[config.mk]
export PLATFORM = sky130hd
export DESIGN_NAME = tcle_logic_element
export DESIGN_NICKNAME = d
export VERILOG_FILES = /design/src/rtl/tcle_pkg.sv /design/src/rtl/tcle_mask_conv.sv /design/src/rtl/tcle_cfg_store.sv /design/src/rtl/tcle_lut.sv /design/src/rtl/tcle_toggle_cell.sv /design/src/rtl/tcle_logic_element.sv
export SDC_FILE = /design/constraint.sdc
export NUM_CORES = 1
export LEC_CHECK = 0
export BUFFER_PORTS_ARGS = -buffer_cell sky130_fd_sc_hd__buf_2
export CAP_MARGIN = 20
export CELL_PAD_IN_SITES_DETAIL_PLACEMENT = 0
export CELL_PAD_IN_SITES_GLOBAL_PLACEMENT = 1
export CORE_MARGIN = 2
export CORE_UTILIZATION = 33
export DETAILED_ROUTE_END_ITERATION = 8
export PLACE_DENSITY = 0.73
export SLEW_MARGIN = 20
export SYNTH_ARGS = -nofsm -noshare
export SYNTH_HDL_FRONTEND = slang
export SYNTH_HIERARCHICAL = 1
export SYNTH_SLANG_ARGS = --single-unit
[constraint.sdc]
create_clock -name clk -period 3.8 [get_ports clk]
set_input_delay 0.57 -clock clk [delete_from_list [all_inputs] [get_ports clk]]
set_output_delay 0.57 -clock clk [all_outputs]
set_load 0.02 [all_outputs]
[src/rtl/tcle_pkg.sv]
// Shared encodings for the toggle-clocked logic element.
// Assumes: imported by every module of the element.
package tcle_pkg;

    // Form in which the table contents are supplied at load time.
    typedef enum logic {
        MASK_TOGGLE = 1'b0,
        MASK_DLIKE  = 1'b1
    } mask_fmt_e;

    // Source of the selected output.
    typedef enum logic {
        OUT_COMB = 1'b0,
        OUT_REG  = 1'b1
    } out_src_e;

endpackage

[src/rtl/tcle_mask_conv.sv]
// Converts a D-form table mask into the toggle form that gives the same
// next state. For each index, the bit seen at the feedback position is the
// present state, so XOR-ing the mask bit with that index bit yields "invert now".
// Assumes: fb is a valid input position below N_IN.
module tcle_mask_conv
    import tcle_pkg::*;
#(
    parameter int N_IN = 4
) (
    input  logic [(1 << N_IN)-1:0]    mask_in,
    input  logic [$clog2(N_IN)-1:0]   fb,
    input  mask_fmt_e                 fmt,
    output logic [(1 << N_IN)-1:0]    mask_out
);

    localparam int MW = 1 << N_IN;

    // One XOR per table entry, against that entry's own index bit.
    for (genvar i = 0; i < MW; i++) begin : g_entry
        localparam logic [N_IN-1:0] IDX = N_IN'(i);
        assign mask_out[i] = mask_in[i] ^ ((fmt == MASK_DLIKE) & IDX[fb]);
    end

endmodule

[src/rtl/tcle_cfg_store.sv]
// Holds the table contents and the feedback position.
// Loads only while reset is asserted.
// Assumes: configuration inputs are settled during the reset window.
module tcle_cfg_store #(
    parameter int N_IN = 4
) (
    input  logic                      clk,
    input  logic                      rst_n,
    input  logic [(1 << N_IN)-1:0]    mask_in,
    input  logic [$clog2(N_IN)-1:0]   fb_in,
    output logic [(1 << N_IN)-1:0]    mask_q,
    output logic [$clog2(N_IN)-1:0]   fb_q
);

    // Capture the configuration during reset; hold it otherwise.
    always_ff @(posedge clk) begin
        if (!rst_n) begin
            mask_q <= mask_in;
            fb_q   <= fb_in;
        end
    end

endmodule

[src/rtl/tcle_lut.sv]
// Look-up table with the stored bit substituted at one input position.
// Assumes: fb selects a position below N_IN; purely combinational.
module tcle_lut #(
    parameter int N_IN = 4
) (
    input  logic [N_IN-1:0]           ext_in,
    input  logic                      state,
    input  logic [$clog2(N_IN)-1:0]   fb,
    input  logic [(1 << N_IN)-1:0]    mask,
    output logic                      lut_out
);

    localparam int SW = $clog2(N_IN);

    logic [N_IN-1:0] idx;

    // Per-position choice between the external input and the stored bit.
    for (genvar k = 0; k < N_IN; k++) begin : g_pos
        assign idx[k] = (fb == SW'(k)) ? state : ext_in[k];
    end

    // Table read.
    assign lut_out = mask[idx];

endmodule

[src/rtl/tcle_toggle_cell.sv]
// Storage bit that can only invert, plus a wrapping count of the cycles in
// which inverting was enabled. The gated clock is modelled as a synchronous
// toggle enable on the single system clock.
// Assumes: toggle_en is settled before each rising edge.
module tcle_toggle_cell #(
    parameter int CNT_W = 16
) (
    input  logic             clk,
    input  logic             rst_n,
    input  logic             toggle_en,
    output logic             q,
    output logic [CNT_W-1:0] count
);

    // Invert the stored bit when enabled; clear it in reset.
    always_ff @(posedge clk) begin
        if (!rst_n) q <= 1'b0;
        else if (toggle_en) q <= ~q;
    end

    // Count the enabled cycles; wrap freely.
    always_ff @(posedge clk) begin
        if (!rst_n) count <= '0;
        else if (toggle_en) count <= count + 1'b1;
    end

endmodule

[src/rtl/tcle_logic_element.sv]
// Toggle-clocked programmable logic element: configuration store with
// load-time mask conversion, look-up table with state feedback, toggle storage
// bit and output selector.
// Assumes: N_IN >= 2; configuration is applied while rst_n is low.
module tcle_logic_element
    import tcle_pkg::*;
#(
    parameter int N_IN  = 4,
    parameter int CNT_W = 16
) (
    input  logic                      clk,
    input  logic                      rst_n,
    input  logic [N_IN-1:0]           lut_in,
    input  logic [(1 << N_IN)-1:0]    cfg_mask,
    input  logic [$clog2(N_IN)-1:0]   fb_sel,
    input  logic                      cfg_dstyle,
    input  logic                      out_sel,
    output logic                      comb_out,
    output logic                      reg_out,
    output logic                      sel_out,
    output logic [CNT_W-1:0]          toggle_count
);

    localparam int MW = 1 << N_IN;
    localparam int SW = $clog2(N_IN);

    logic [MW-1:0] conv_mask;
    logic [MW-1:0] mask_q;
    logic [SW-1:0] fb_q;

    tcle_mask_conv #(.N_IN(N_IN)) u_conv (
        .mask_in  (cfg_mask),
        .fb       (fb_sel),
        .fmt      (mask_fmt_e'(cfg_dstyle)),
        .mask_out (conv_mask)
    );

    tcle_cfg_store #(.N_IN(N_IN)) u_cfg (
        .clk     (clk),
        .rst_n   (rst_n),
        .mask_in (conv_mask),
        .fb_in   (fb_sel),
        .mask_q  (mask_q),
        .fb_q    (fb_q)
    );

    tcle_lut #(.N_IN(N_IN)) u_lut (
        .ext_in  (lut_in),
        .state   (reg_out),
        .fb      (fb_q),
        .mask    (mask_q),
        .lut_out (comb_out)
    );

    tcle_toggle_cell #(.CNT_W(CNT_W)) u_cell (
        .clk       (clk),
        .rst_n     (rst_n),
        .toggle_en (comb_out),
        .q         (reg_out),
        .count     (toggle_count)
    );

    // Output selector.
    always_comb begin
        if (out_src_e'(out_sel) == OUT_REG) sel_out = reg_out;
        else                                sel_out = comb_out;
    end

endmodule

== Word-level counts from Yosys, hierarchy flattened ==
Index checks and enable logic that the tools add are counted.
W data, S select, Z words.

* Register bits after elaboration: 35

* Reductions and logical operators: 1
* $lt $le $gt $ge: 2
* Add/subtract/negate cells: 1
* Bitwise operators: 33
* Mux-type cells: 39
* Equality and inequality tests: 3

{| class="wikitable"
|+ Operator list
! cell !! count
|-
| $bmux W1 S2 || 16
|-
| $mux W1 || 22
|-
| $add A16 B1 Y16 const B || 1
|-
| $and A1 B1 Y1 || 16
|-
| $xor A1 B1 Y1 || 16
|-
| $lt A4 B5 Y1 const B || 1
|-
| $bmux W1 S4 || 1
|-
| $eq A2 B2 Y1 const B || 2
|-
| $lt A2 B3 Y1 const B || 1
|-
| $eq A2 B1 Y1 const B || 1
|-
| $logic_not A2 Y1 || 1
|-
| $not A1 Y1 || 1
|}

== Longest topological paths before layout ==
* Depth after elaboration: 5
* Gate-level depth with buffers: 13
* Mapped depth without buffers: 9

== Cells and area by module ==
Netlist, hierarchy kept.

{| class="wikitable"
|+ Modules (own cells, without submodules)
! module !! instances !! cells each !! area an instance (sq um) !! sequential area each (sq um)
|-
| tcle_toggle_cell || 1 || 80 || 767.0 || 340.3
|-
| tcle_lut || 1 || 90 || 574.3 || 0.0
|-
| tcle_cfg_store || 1 || 19 || 544.3 || 540.5
|-
| tcle_mask_conv || 1 || 40 || 314.1 || 0.0
|-
| tcle_logic_element || 1 || 1 || 15.0 || 0.0
|}

== Worst setup path after synthesis ==
No wires, ideal clock.

* Kind: flip-flop to flip-flop
* From: register u_cell.q
* To: register u_cell.count[15]
* Period minus slack after synthesis: 3291 ps
* Required time: 3730 ps
* Stages on the path, launching flop included: 13
* Slack: 509 ps
* Path buffers: 3
* Setup time: 70 ps
* Data arrival time: 3221 ps
* Path through: dfxtp_1 buf_2 or3b_1 nand2_1 a221o_1 a31oi_1 o311ai_1 buf_6 and4_1 buf_6 nand4_4 or3_1 a21oi_1

* Cells in the longest elaborated chain, start to end: 3
* Elaborated cells on any way between the ends: 6

{| class="wikitable"
|+ Ends and longest elaborated chain
! element !! RTL line !! source
|-
| start, declared || tcle_toggle_cell.sv:11 || <nowiki>output logic q,</nowiki>
|-
| start signal, assigned || tcle_toggle_cell.sv:18 || <nowiki>else if (toggle_en) q <= ~q;</nowiki>
|-
| $mux W1 || tcle_lut.sv:19 || <nowiki>assign idx[k] = (fb == SW'(k)) ? state : ext_in[k];</nowiki>
|-
| $bmux W1 S4 * || tcle_lut.sv:23 || <nowiki>assign lut_out = mask[idx];</nowiki>
|-
| $mux W1 (not written as such) * || tcle_lut.sv:23 ||
|-
| net comb_out || tcle_logic_element.sv:18 || <nowiki>output logic comb_out,</nowiki>
|-
| end signal, assigned || tcle_toggle_cell.sv:24 || <nowiki>else if (toggle_en) count <= count + 1'b1;</nowiki>
|-
| end, declared || tcle_toggle_cell.sv:12 || <nowiki>output logic [CNT_W-1:0] count</nowiki>
|}

Mark *: on every way through the listed nets, which the timed path passes. The rest lies on a longest branch. The select of a mux whose other input is x is not followed.
A chain may end at the register's enable or synchronous reset.

== Final worst setup path ==
* From: register u_cfg.fb_q[0]
* To: output sel_out

* Cells in the longest elaborated chain, start to end: 5
* Elaborated cells on any way between the ends: 11

{| class="wikitable"
|+ Ends and longest elaborated chain
! element !! RTL line !! source
|-
| start, declared || tcle_cfg_store.sv:12 || <nowiki>output logic [$clog2(N_IN)-1:0] fb_q</nowiki>
|-
| start signal, assigned || tcle_cfg_store.sv:19 || <nowiki>fb_q <= fb_in;</nowiki>
|-
| $eq A2 B1 Y1 (tied with other cells) || tcle_lut.sv:19 ||
|-
| $mux W1 || tcle_lut.sv:19 ||
|-
| $bmux W1 S4 * || tcle_lut.sv:23 ||
|-
| $mux W1 (not written as such) * || tcle_lut.sv:23 ||
|-
| $mux W1 * || tcle_logic_element.sv:65 || <nowiki>if (out_src_e'(out_sel) == OUT_REG) sel_out = reg_out;</nowiki>
|-
| end, declared || tcle_logic_element.sv:20 || <nowiki>output logic sel_out,</nowiki>
|}

Every way passes the cells marked *; elsewhere a longest branch is shown, timed or not. The select of a mux whose other input is x is not followed.

==> impl_metrics.json <==
{
  "r2r-start": "u_cfg/fb_q[0]$_DFFE_PN_",
  "status": "complete, no violations",
  "areaGrowthSynthToFinish_pct": 15.3,
  "ys_types": 58,
  "critPathMaxFanout": 29,
  "rsz0062_at_grt": "false",
  "synthFlopType": "edfxtp_1",
  "syn_area_um2": 2210,
  "clkSinkCount": 35,
  "antenna_cells": 0,
  "worstPathCellList": "nand2b_1, a221o_1, or4_1, nand4_1, o311ai_1, buf_4, mux2_4, buf_2",
  "min_path_cells": 1,
  "fp.dieH_um": 85.9,
  "clockBufferDepth": 2,
  "p_per_area_nw_per_um2": 415,
  "cts_tree": "yes",
  "synth_area_leaders": "edfxtp_1 (24%), dfxtp_1 (15%), xnor2_1 (6.7%), ha_1 (4.5%), nand2b_1 (4.0%)",
  "slowest_delay_ns": 0.89,
  "wl_per_cell_um": 13.2,
  "cts_made_buffers": 5,
  "grt.total_usage_pct": 13.6,
  "async_flop_share_pct": 0,
  "htreeDepth": 2,
  "grt_pass1_vias": 1667,
  "yosysSeqAreaShare_pct": 39.8,
  "post_cts_resized": 0,
  "port_buffers": 44,
  "first_iter_violations": 78,
  "via_per_inst": 5.08,
  "r2r_cells": 10,
  "max_slew_margin_pct": 44.4,
  "drc": 0,
  "clk-insertion-delay-late_ns": 0.29,
  "hpwl_um": 3490,
  "worstPathArrival_ns": 2.89,
  "maxCapViolCount": 0,
  "num_rows": 29,
  "end_kind": "primary output",
  "p_leak_nw": 1.07,
  "dr_wl_met2_um": 2050,
  "rrSetupSlack_ns": 0.59,
  "setup_violations": 0,
  "die_w_um": 85.9,
  "cpMaxStageDelayCell": "edfxtp_1",
  "fin_crit_sh_pct": 91.0,
  "fillers": 650,
  "synth_cells": 230,
  "finalPower_mw": 1.06,
  "max_freq_mhz": 289,
  "start_util_pct": 34.5,
  "worst_pin_slew_ns": 0.834,
  "met1_length_um": 2230,
  "ant_nets": 0,
  "fin_crit_ns": 3.46,
  "hold_viol_final": 0,
  "hp-class": "in -> reg",
  "final_util_pct": 39.7,
  "post-cts-setup-buffers": 0,
  "avgSynthCellArea_um2": 9.63,
  "synth_edf_count": 18,
  "path_clk_slew_ns": 0.06,
  "crit_start": "u_cfg/fb_q[0]$_DFFE_PN_",
  "clock_skew_ns": 0.00679,
  "ys.warnings.count": 6,
  "drt_first_pass_iters": 4,
  "min_from": "cfg_mask[0]",
  "grt_pass1_wl_um": 7990,
  "yosysTopAreaCell": "edfxtp_1",
  "grt_max_degree": 30,
  "antenna_found_initial": 0,
  "slew_violations": 0,
  "r2r-end": "u_cell/count[15]$_SDFFE_PN0P_",
  "die_area_um2": 7380,
  "ctsHoldBuffers": 0,
  "synth_seq_cells": 35,
  "core_area_um2": 6420,
  "via_count": 1767,
  "wirelength_um": 4580,
  "cp-start-kind": "flip-flop",
  "synth_top_area_share_pct": 24.4,
  "finalSetupTns_ns": 0,
  "pin_count": 45,
  "wl_met3_um": 205,
  "nets": 304,
  "syn-num-nets": 264,
  "ir_worst_vdd_uv": 134,
  "crit_type": "reg -> out",
  "top_layer": "met4",
  "overflow": 0,
  "drive_above_1_share_pct": 24.7,
  "cp_data_required_time_ns": 3.23,
  "gp_congestion": 0.811,
  "min_to": "u_cfg/mask_q[0]$_DFFE_PN_",
  "cts-root-buf": "clkbuf_8"
}
[sequential cells by signal (all words and copies together) (netlist names)]
register,flops
u_cfg/mask_q,16
u_cfg/fb_q,2
u_cell/q,1
u_cell/count,16
[layout by cell type (no fill, tap or decap), types with 3 or more instances in the layout]
cell / instances
nand3_1: 5
a31oi_1: 3
a21oi_1: 10
nor2_1: 19
clkbuf_8: 6
xor2_1: 10
dfxtp_1: 17
buf_4: 3
nand3b_1: 3
a221o_1: 3
o21ai_0: 5
nand2_1: 17
xnor2_1: 17
nand2b_1: 14
o22ai_1: 4
inv_1: 8
buf_2: 44
edfxtp_1: 18
nand4_1: 6
ha_1: 8
[cells by family after synthesis]
group                      count (synthesis)  synth area share [%]
AOI/OAI and AO/OA                         45                  14.1
xor gates and xnor gates                  27                  10.7
adders and majority gates                  8                  4.52
buffers and inverters                     23                  5.71
DFF                                       35                  39.8
muxes                                      5                  2.60
and+or+nand+nor                           87                  22.7
[power breakdown]
| group | internal (mW) | total (mW) | switching (mW) |
|---|---|---|---|
| Combinational | 0.140 | 0.309 | 0.168 |
| Clock | 0.146 | 0.272 | 0.126 |
| Sequential | 0.437 | 0.478 | 0.0402 |
[synthesized netlist by cell type, drive strengths merged (3+ instances only)]
library cell / number
nand4: 8
xnor2: 17
mux2: 3
nor2: 19
clkbuf: 3
nand2b: 14
o22ai: 4
nand3b: 3
a221o: 3
buf: 11
nand2: 17
nand3: 5
and2: 3
edfxtp: 18
o21ai: 7
dfxtp: 17
xor2: 10
inv: 9
ha: 8
a21oi: 10
a31oi: 3
[per-layer routing]
metal	global-route usage [%]	vias up
li1	-	899
met1	18.9	815
met2	20.0	43
met3	3.18	10
met4	5.92	0
met5	0	-
[critical path, delay by kind of cell (launching register included)]
family / cells / cell delay [ns]
buffers and inverters: 2 / 0.35
flip-flops: 1 / 0.89
AND/OR/NAND/NOR: 3 / 0.69
multiplexers: 1 / 0.26
AO/OA/AOI/OAI: 2 / 0.41
[metrics by stage]
stage / cell area [um^2] / hold WS [ns] / instances / worst slack (ns)
after floorplan: 2210 / 0.554 / 230 / 0.509
after global placement: 2460 / 0.476 / 340 / 0.638
after detailed placement: 2460 / 0.473 / 340 / 0.624
after CTS: 2550 / 0.456 / 348 / 0.345
after global routing: 2550 / 0.454 / 348 / 0.144
final: 2550 / 0.466 / 348 / 0.341
[worst max-delay path by stage]
stage / end / slack, ns / cells past startpoint
2_1_floorplan: u_cell/count[15]$_SDFFE_PN0P_ / 0.51 / 12
3_3_place_gp: u_cell/count[15]$_SDFFE_PN0P_ / 0.64 / 10
3_5_place_dp: u_cell/count[15]$_SDFFE_PN0P_ / 0.62 / 10
4_1_cts: sel_out / 0.35 / 8
5_1_grt: sel_out / 0.14 / 8
6_report: sel_out / 0.34 / 8
[final cells by class]
class | count | area (um^2) | share of cell area (%)
clock buffers | 7 | 86.3 | 3.38
clock inverters | 1 | 5.00 | 0.196
well taps | 77 | 96.3 | 3.77
multi-input cells | 172 | 1210 | 47.3
repair buffers | 47 | 243 | 9.51
inverters | 9 | 33.8 | 1.32
flip-flops and latches | 35 | 881 | 34.5
Note: power is estimated with default switching activity, not from simulation.
